### src/rtl/pwc_pkg.sv
package pwc_pkg;
  // burst geometry: eight 72-bit parity lanes fill one 72-byte burst
  localparam int LANE_BITS = 72;
  localparam int LANES     = 8;
  localparam int LSEL_W    = $clog2(LANES);
  localparam int BURST_W   = LANE_BITS * LANES;

  typedef logic [LANE_BITS-1:0] lane_word_t;
  typedef logic [BURST_W-1:0]   burst_t;
  typedef logic [LANES-1:0]     lane_mask_t;
  typedef logic [LSEL_W-1:0]    lane_sel_t;

  function automatic lane_mask_t lane_bit(lane_sel_t sel);
    lane_mask_t m;
    m = '0;
    m[sel] = 1'b1;
    return m;
  endfunction

  // fresh burst holding one word, every other lane cleared
  function automatic burst_t place_lane(lane_word_t w, lane_sel_t sel);
    burst_t b;
    b = '0;
    b[sel*LANE_BITS +: LANE_BITS] = w;
    return b;
  endfunction

  // replace one lane of an existing burst
  function automatic burst_t merge_lane(burst_t b, lane_word_t w, lane_sel_t sel);
    burst_t r;
    r = b;
    r[sel*LANE_BITS +: LANE_BITS] = w;
    return r;
  endfunction
endpackage

### src/rtl/pwc_tag_match.sv
module pwc_tag_match #(
  parameter int SLOTS = 4,
  parameter int TAG_W = 13,
  localparam int IDX_W = $clog2(SLOTS)
) (
  input  logic [SLOTS-1:0]            occ,
  input  logic [SLOTS-1:0][TAG_W-1:0] slot_tag,
  input  logic [TAG_W-1:0]            probe,
  output logic                        hit,
  output logic [IDX_W-1:0]            hit_idx
);
  logic [SLOTS-1:0] hit_vec;

  for (genvar i = 0; i < SLOTS; i++) begin : g_cmp
    assign hit_vec[i] = occ[i] && (slot_tag[i] == probe);
  end

  assign hit = |hit_vec;

  // tags are unique among occupied slots, so the encoder sees at most one bit
  always_comb begin
    hit_idx = '0;
    for (int i = 0; i < SLOTS; i++) begin
      if (hit_vec[i]) hit_idx = IDX_W'(i);
    end
  end
endmodule

### src/rtl/pwc_slot_store.sv
module pwc_slot_store
  import pwc_pkg::*;
#(
  parameter int SLOTS = 4,
  parameter int TAG_W = 13,
  localparam int IDX_W = $clog2(SLOTS)
) (
  input  logic                        clk,
  input  logic                        rst_n,
  input  logic                        alloc_en,
  input  logic [IDX_W-1:0]            alloc_idx,
  input  logic                        merge_en,
  input  logic [IDX_W-1:0]            merge_idx,
  input  logic [TAG_W-1:0]            upd_tag,
  input  lane_sel_t                   upd_lane,
  input  lane_word_t                  upd_word,
  output logic [SLOTS-1:0][TAG_W-1:0] slot_tag,
  output lane_mask_t [SLOTS-1:0]      slot_mask,
  output burst_t [SLOTS-1:0]          slot_data
);
  for (genvar i = 0; i < SLOTS; i++) begin : g_slot
    logic sel_alloc, sel_merge;
    assign sel_alloc = alloc_en && (alloc_idx == IDX_W'(i));
    assign sel_merge = merge_en && (merge_idx == IDX_W'(i));

    always_ff @(posedge clk or negedge rst_n) begin
      if (!rst_n) begin
        slot_tag[i]  <= '0;
        slot_mask[i] <= '0;
        slot_data[i] <= '0;
      end else if (sel_alloc) begin
        slot_tag[i]  <= upd_tag;
        slot_mask[i] <= lane_bit(upd_lane);
        slot_data[i] <= place_lane(upd_word, upd_lane);
      end else if (sel_merge) begin
        slot_mask[i] <= slot_mask[i] | lane_bit(upd_lane);
        slot_data[i] <= merge_lane(slot_data[i], upd_word, upd_lane);
      end
    end
  end
endmodule

### src/rtl/pwc_queue_ctrl.sv
module pwc_queue_ctrl #(
  parameter int SLOTS = 4,
  localparam int IDX_W = $clog2(SLOTS),
  localparam int CNT_W = $clog2(SLOTS + 1)
) (
  input  logic             clk,
  input  logic             rst_n,
  input  logic             alloc,
  input  logic             pop,
  input  logic             flush_req,
  output logic [IDX_W-1:0] head,
  output logic [IDX_W-1:0] tail,
  output logic [SLOTS-1:0] occ,
  output logic             full,
  output logic             empty,
  output logic             flush_pend
);
  logic [CNT_W-1:0] count, count_n;

  function automatic logic [IDX_W-1:0] step(logic [IDX_W-1:0] i);
    return (i == IDX_W'(SLOTS - 1)) ? '0 : i + 1'b1;
  endfunction

  assign full    = (count == CNT_W'(SLOTS));
  assign empty   = (count == '0);
  assign count_n = count + CNT_W'(alloc) - CNT_W'(pop);

  always_ff @(posedge clk or negedge rst_n) begin
    if (!rst_n) begin
      head       <= '0;
      tail       <= '0;
      count      <= '0;
      occ        <= '0;
      flush_pend <= 1'b0;
    end else begin
      if (pop)   head <= step(head);
      if (alloc) tail <= step(tail);
      count <= count_n;
      for (int i = 0; i < SLOTS; i++) begin
        // when full, a freed head slot is reused at once: the set wins
        if (alloc && tail == IDX_W'(i))     occ[i] <= 1'b1;
        else if (pop && head == IDX_W'(i))  occ[i] <= 1'b0;
      end
      flush_pend <= (flush_pend || flush_req) && (count_n != '0);
    end
  end
endmodule

### src/rtl/pwc_coalesce_buf.sv
module pwc_coalesce_buf
  import pwc_pkg::*;
#(
  parameter int ADDR_W = 16,
  parameter int SLOTS  = 4,
  localparam int TAG_W = ADDR_W - LSEL_W,
  localparam int IDX_W = $clog2(SLOTS)
) (
  input  logic               clk,
  input  logic               rst_n,
  input  logic               in_valid,
  output logic               in_ready,
  input  logic [ADDR_W-1:0]  in_addr,
  input  logic [LANE_BITS-1:0] in_parity,
  input  logic               flush_req,
  output logic               wr_valid,
  input  logic               wr_ready,
  output logic [TAG_W-1:0]   wr_tag,
  output logic [LANES-1:0]   wr_mask,
  output logic [BURST_W-1:0] wr_data
);
  logic [TAG_W-1:0]            in_tag;
  lane_sel_t                   in_lane;
  logic [SLOTS-1:0][TAG_W-1:0] slot_tag;
  lane_mask_t [SLOTS-1:0]      slot_mask;
  burst_t [SLOTS-1:0]          slot_data;
  logic [SLOTS-1:0]            occ;
  logic [IDX_W-1:0]            head, tail, hit_idx;
  logic hit, full, empty, flush_busy;
  logic evict_need, drain_req, pop, accept, alloc, merge;

  assign in_tag  = in_addr[ADDR_W-1:LSEL_W];
  assign in_lane = in_addr[LSEL_W-1:0];

  pwc_tag_match #(.SLOTS(SLOTS), .TAG_W(TAG_W)) u_match (
    .occ(occ), .slot_tag(slot_tag), .probe(in_tag),
    .hit(hit), .hit_idx(hit_idx)
  );

  // drain the head slot when flushing, or when a new tag finds no room
  assign evict_need = in_valid && !hit && full && !flush_busy;
  assign drain_req  = (flush_busy && !empty) || evict_need;
  assign pop        = drain_req && wr_ready;

  assign in_ready = !flush_busy && (hit || !full || wr_ready);
  assign accept   = in_valid && in_ready;
  assign alloc    = accept && !hit;
  assign merge    = accept && hit;

  pwc_queue_ctrl #(.SLOTS(SLOTS)) u_ctrl (
    .clk(clk), .rst_n(rst_n), .alloc(alloc), .pop(pop), .flush_req(flush_req),
    .head(head), .tail(tail), .occ(occ), .full(full), .empty(empty),
    .flush_pend(flush_busy)
  );

  pwc_slot_store #(.SLOTS(SLOTS), .TAG_W(TAG_W)) u_store (
    .clk(clk), .rst_n(rst_n),
    .alloc_en(alloc), .alloc_idx(tail),
    .merge_en(merge), .merge_idx(hit_idx),
    .upd_tag(in_tag), .upd_lane(in_lane), .upd_word(in_parity),
    .slot_tag(slot_tag), .slot_mask(slot_mask), .slot_data(slot_data)
  );

  assign wr_valid = drain_req;
  assign wr_tag   = slot_tag[head];
  assign wr_mask  = slot_mask[head];
  assign wr_data  = slot_data[head];
endmodule

### config.mk
export PLATFORM = sky130hd
export DESIGN_NAME = pwc_coalesce_buf
export DESIGN_NICKNAME = d
export VERILOG_FILES = /design/src/rtl/pwc_pkg.sv /design/src/rtl/pwc_tag_match.sv /design/src/rtl/pwc_slot_store.sv /design/src/rtl/pwc_queue_ctrl.sv /design/src/rtl/pwc_coalesce_buf.sv
export SDC_FILE = /design/constraint.sdc
export NUM_CORES = 2
export LEC_CHECK = 0
export BUFFER_PORTS_ARGS = -buffer_cell sky130_fd_sc_hd__buf_4
export CAP_MARGIN = 30
export CORE_MARGIN = 2
export CORE_UTILIZATION = 35
export CTS_CLUSTER_SIZE = 14
export DETAILED_ROUTE_END_ITERATION = 7
export RECOVER_POWER = 100
export SETUP_SLACK_MARGIN = 0.3
export SLEW_MARGIN = 40
export SYNTH_ARGS = -nofsm -noshare
export SYNTH_HDL_FRONTEND = slang
export SYNTH_SLANG_ARGS = --single-unit
### constraint.sdc
create_clock -name clk -period 5.1 [get_ports clk]
set_input_delay 0.51 -clock clk [delete_from_list [all_inputs] [get_ports clk]]
set_output_delay 0.51 -clock clk [all_outputs]
set_load 0.02 [all_outputs]
### Word-level counts from Yosys, hierarchy flattened

Cells that the tools add are included.
Widths: inputs -> output; s select.

| operators by class | value |
|---|---|
| add/sub/neg operators | 5 |
| $mul | 1 |
| order comparisons | 3 |
| equal/unequal tests | 14 |
| shifts and indexed selects | 2 |
| muxes and demuxes | 41 |
| bitwise operators | 5 |
| reductions and logical operators | 49 |

Operators by type and width:

| cell | count |
|---|---|
| $mux 576 | 9 |
| $bwmux 576 | 4 |
| $bmux 576 s2 | 1 |
| $and 576x576->576 | 1 |
| $shift 72x34->576 const A | 1 |
| $shiftx 72x34->576 | 1 |
| $mux 8 | 9 |
| $eq 13x13->1 | 4 |
| $neg 10->34 | 1 |
| $or 8x8->8 | 4 |
| $logic_and 1x1->1 | 27 |
| $bmux 13 s2 | 1 |
| $bmux 8 s2 | 1 |
| $reduce_bool 2->1 | 8 |
| $mux 13 | 1 |
| $eq 2x2->1 const B | 6 |
| $mux 1 | 10 |
| $mux 2 | 4 |
| $mul 3x4->7 const B | 1 |
| $eq 2x1->1 const B | 3 |
| $logic_not 2->1 | 3 |
| $add 2x1->2 const B | 2 |
| $logic_not 1->1 | 4 |
| $logic_or 1x1->1 | 4 |
| 10 further kinds | 10 |

| word-level totals | value |
|---|---|
| register bits | 2400 |
| bits of input ports | 93 |
| output and inout port bits | 599 |
| word-level logic and storage cells | 140 |

### Logic depth before layout (Yosys ltp)

| logic depth | value |
|---|---|
| depth after elaboration | 12 |
| depth in mapped cells | 17 |
| depth with buffers taken out | 14 |

### Modules after synthesis

Synthesis repeated with hierarchy kept, for this count alone.

| second synthesis, totals | value |
|---|---|
| cells, all modules | 8217 |
| area total of the unflattened synthesis | 109861.6 um2 |

Modules (own cells, without submodules):

| module | instances | cells each | area an instance (um2) | seq. area each (um2) |
|---|---|---|---|---|
| pwc_slot_store | 1 | 7350 | 94216.6 | 59757.3 |
| pwc_coalesce_buf | 1 | 739 | 14428.8 | 0.0 |
| pwc_queue_ctrl | 1 | 51 | 614.3 | 300.3 |
| pwc_tag_match | 1 | 77 | 601.8 | 0.0 |

### Worst setup path before layout

No wires, ideal clock.

| timing path | value |
|---|---|
| path kind | in2reg |
| from | input in_addr[1] |
| to | register u_store.slot_data[672] in the netlist's numbering |
| setup time | 0.121 ns |
| data arrival time | 3.678 ns |
| data required time | 4.979 ns |
| path slack | 1.301 ns |
| stages | 15 |
| path buffers | 6 |
| cells stage by stage | buf_2 > buf_2 > inv_1 > ha_1 > buf_2 > and2_1 > ha_1 > buf_2 > clkinv_1 > nor3_1 > clkbuf_1 > and3_1 > clkbuf_1 > a21oi_1 > a22o_1 |

| on the way | value |
|---|---|
| longest elaborated chain between the ends | 6 |
| elaborated cells on any way between the ends | 8 |
| those cells by class | 1 x add/sub; 1 x mul; 2 x shift; 3 x mux; 1 x bitwise |

Ends and longest elaborated chain:

| what | line | text |
|---|---|---|
| from (decl) | pwc_coalesce_buf.sv:13 | `input logic [ADDR_W-1:0] in_addr,` |
| $mul 3x4->7 * | pwc_pkg.sv:24, pwc_pkg.sv:32 |  |
| $neg 10->34 * | pwc_pkg.sv:24, pwc_pkg.sv:32 |  |
| $shiftx 72x34->576 / $shift 72x34->576 (equally long branches) | pwc_pkg.sv:24, pwc_pkg.sv:32 |  |
| $bwmux 576 | pwc_pkg.sv:32 | `r[sel*LANE_BITS +: LANE_BITS] = w;` |
| $mux 576 | pwc_slot_store.sv:35 | `end else if (sel_merge) begin` |
| $mux 576 * | pwc_slot_store.sv:31 | `end else if (sel_alloc) begin` |
| to (signal, indexed assignment) | pwc_slot_store.sv:34 | `slot_data[i] <= place_lane(upd_word, upd_lane);` |
| to (signal, indexed assignment) | pwc_slot_store.sv:37 | `slot_data[i] <= merge_lane(slot_data[i], upd_word, upd_lane);` |
| to (decl) | pwc_slot_store.sv:19 | `output burst_t [SLOTS-1:0] slot_data` |

Every way passes the cells marked *; elsewhere a longest branch is shown, timed or not. The select of a mux whose other input is x is not followed.
A chain may end at the register's enable or synchronous reset.

### Worst setup path in the final report

| timing path | value |
|---|---|
| from | register u_store.slot_tag[35] in the netlist's numbering |
| to | register u_store.slot_data[1615] in the netlist's numbering |

| on the way | value |
|---|---|
| longest elaborated chain between the ends | 10 |
| elaborated cells on any way between the ends | 17 |
| those cells by class | 2 x eq/ne; 3 x mux; 12 x reduce/logical |

Ends and longest elaborated chain:

| what | line | text |
|---|---|---|
| from (decl) | pwc_slot_store.sv:17 | `output logic [SLOTS-1:0][TAG_W-1:0] slot_tag,` |
| from (signal, indexed assignment) | pwc_slot_store.sv:32 | `slot_tag[i] <= upd_tag;` |
| $eq 13x13->1 * | pwc_tag_match.sv:15 | `assign hit_vec[i] = occ[i] && (slot_tag[i] == probe);` |
| $logic_and 1x1->1 * | pwc_tag_match.sv:15 |  |
| $reduce_or 4->1 | pwc_tag_match.sv:18 | `assign hit = \|hit_vec;` |
| $logic_or 1x1->1 (2 in a row) | pwc_coalesce_buf.sv:45 | `assign in_ready = !flush_busy && (hit \|\| !full \|\| wr_ready);` |
| $logic_and 1x1->1 | pwc_coalesce_buf.sv:45 |  |
| $logic_and 1x1->1 | pwc_coalesce_buf.sv:46 | `assign accept = in_valid && in_ready;` |
| $logic_and 1x1->1 (on tied branches) | pwc_coalesce_buf.sv:47, pwc_coalesce_buf.sv:48 |  |
| $logic_and 1x1->1 (on tied branches) | pwc_slot_store.sv:23, pwc_slot_store.sv:24 |  |
| $mux 576 / $reduce_bool 2->1 (equally long branches) | n/a |  |

Every way passes the cells marked *; elsewhere a longest branch is shown, timed or not.

==> metrics <==
vias per inst=6.468; most common cell in the netlist=dfrtp_1; Hold WS=0.1056 ns; CP dominant cell by count=buf_4; Synth Area in Simple Gates=4.832%; Starting Density=35.14%; Die Ht=566.1 µm; Die Width=566.1 µm; status=complete, but fails checks; Top FF cell, synth=dfrtp_1; IO Pins=692; Synth Area in Adders=0.1878%; CTS Hold Buffers Added=15; GRT Overall Usage=30.05%; WS Path Type=flop to flop; Post-synth ARST share=100.0%; failing checks=design-rule violations, max-capacitance violations, max-slew violations; clk slew on worst S/H paths=0.06 ns; critical path's largest stage delay=1.09 ns; FF+latch count, synth=2400; final setup vio count=0; Yosys top cell by area=dfrtp_1; main combinational cell family by area after synthesis=compound AO/OA/AOI/OAI gates; DP HPWL=351.2 mm; synth cell count leaders=dfrtp_1, a22o_1, mux4_2; Worst EP required=5.89 ns; global-route wire length before repair=691.9 mm; Layout Nets=9144; largest net degree at the start of global routing=170; post-synthesis sequential area ratio=54.31%; final WL=494.3 mm; Place WS=0.5560 ns; f_max=219.1 MHz; Wirelength per Cell=36.71 µm; Syn Area/Cell=13.45 µm²; TritonCTS clock tree=done; clk root buf=clkbuf_16; arrival time worst endpoint=5.36 ns; Port Buffers=691; synthesized cell area=110600 µm²; post-synthesis mux area share=16.84%; Critical Path Slowest Stage Cell=a31oi_2; core footprint=314700 µm²; startpoint types=flop; worst vdd ir=303.9 µV; Post-CTS Resized=0; GRT Residual Overflow=0; htree depth=5; Synth cell types=88; number of flops mapped to enable cells by yosys=0; Row Count=206; pins over their slew limit=145; fin util=41.27%; ANT nets after route=0; vias in the first global route=86315; Worst-Skew Late Latency=0.94 ns; area share of xor/xnor cells in the synthesized design=0.4277%; fraction of layout instances using a drive strength above 1=23.89%; RSZ-0062 raised after global routing=false; CP Capture Type=flop; synthesized instance count=8224; post-CTS setup buffer count=0; final hold violations=0; initial antenna violation count=95; Tightest Pin Transition=2.951 ns; Tmin final=4.565 ns; Die ar.=320400 µm²; Leakage Power=57.27 nW; TritonCTS Buffers=278; Synth top area share=54.31%; syn_nets=8333; gpl congestion=1.051; Max Cap Viol=7; period utilisation layout=89.51%; Multi-input gate area=47810 µm²; Hold Path Class=input port to flop; Ys Warns=0; clock sink count=2400; router iterations before antenna repair=8; clk buf depth=4; setup ws final=0.5349 ns; area overhead of the layout relative to synthesis=17.46%; fillers=29335; R2R setup slack=0.53 ns; setup TNS=0 ns; Compound-Gate Fraction of Synth Area=20.59%; Reg area=60070 µm²; DRC=2; crit-path cells=xnor2_1 -> nand4_1 -> nor4_1 -> nor3_2 -> buf_4 -> a31oi_2 -> buf_4 -> nor2_1 -> buf_4 -> a22o_1; Worst Skew=0.03412 ns; Synth area leaders=dfrtp_1, mux4_2, a22o_1; DRT iter0 DRCs=11097; PwrDens=468.8 nW/µm²; Worst slew margin=-96.72%; critical path peak fanout=19; routed via count=87103
## critical path, delay by kind of cell, from the launching register on
family / cells / cell delay, ns
AO/OA/AOI/OAI: 2 / 1.28
XOR/XNOR: 1 / 0.36
AND/OR/NAND/NOR: 4 / 1.45
buffers and inverters: 3 / 0.93
flip-flops: 1 / 0.40
## cell families (layout without fill, tap and decap cells)
logic type / after synthesis / after routing
XOR/XNOR: 54 / 54
other: 0 / 60
buffers and inverters: 699 / 1721
AO/OA/AOI/OAI: 2820 / 2820
AND/OR/NAND/NOR: 1195 / 1195
adder cells (fa/ha/maj): 16 / 16
flip-flops: 2400 / 2400
multiplexers: 1040 / 1040
## metrics by stage
step	std cells	cell area, µm²	total power, W
3_5_place_dp	12892	123000	0.04129
6_report	13466	129900	0.06088
5_1_grt	13455	129900	0.06286
2_1_floorplan	8224	110600	0.03358
3_3_place_gp	12876	122500	0.04091
4_1_cts	13398	132400	0.06174
## where the power goes
| part | internal (W) | switching, W |
|---|---|---|
| Combinational | 0.00645 | 0.0107 |
| Clock | 0.0120 | 0.00853 |
| Sequential | 0.0215 | 0.00173 |
| Total | 0.0399 | 0.0209 |
## cell type report
type                    instances  area share, %
well taps                    4160          4.008
clock inverters                95         0.8478
flip-flops and latches       2400          46.25
inverters                      52         0.1503
diodes                         60         0.1156
multi-input cells            5125          36.81
repair buffers               1178          5.547
clock buffers                 396          6.273
## final timing paths
check                                      start                       to  depth (start not counted)
setup / recovery            u_store.slot_tag[35]  u_store.slot_data[1615]                         10
hold / removal                     in_parity[65]  u_store.slot_data[1473]                          5
setup reg to reg            u_store.slot_tag[35]  u_store.slot_data[1615]                         10
hold reg to reg            u_store.slot_mask[27]    u_store.slot_mask[27]                          2
max in group asynchronous                  rst_n  u_store.slot_data[1829]                          5
min in group asynchronous                  rst_n   u_store.slot_data[139]                          2
## layer usage
| layer | up-vias | routed length [µm] | GRT usage [%] |
|---|---|---|---|
| met3 | 1146 | 51510 | 8.182 |
| met5 | - | 126 | 0 |
| met1 | 46285 | 193100 | 40.13 |
| met4 | 20 | 36530 | 19.16 |
| met2 | 5670 | 213000 | 43.10 |
| li1 | 33982 | - | - |
## state kept, by name (all words and copies together), names as in the netlist
signal / flops
u_store.slot_data: 2304
u_store.slot_tag: 52
u_store.slot_mask: 32
u_ctrl.occ: 4
u_ctrl.count: 3
u_ctrl.head: 2
u_ctrl.tail: 2
u_ctrl.flush_pend: 1
## layout by cell type, fill, tap and decap left out, types with 43 or more instances in the layout
cell type / Yosys / routed
dfrtp_1: 2400 / 2398
a22o_1: 1478 / 1477
clkbuf_1: 285 / 664
mux4_2: 621 / 621
nand2_1: 485 / 484
buf_4: 50 / 455
a21oi_1: 375 / 384
nor2_1: 398 / 380
mux2_2: 346 / 346
clkbuf_16: 0 / 284
a32o_1: 193 / 193
o2bb2ai_1: 172 / 172
o21ai_0: 151 / 132
a21oi_2: 99 / 86
o22ai_1: 85 / 83
a22oi_1: 72 / 72
clkbuf_8: 0 / 62
diode_2: 0 / 60
mux2i_1: 63 / 55
xnor2_1: 54 / 54
inv_1: 51 / 51
clkinv_2: 0 / 48
buf_12: 0 / 48
o22a_1: 44 / 44
and2_0: 2 / 43
(Power assumes the default switching activity.)
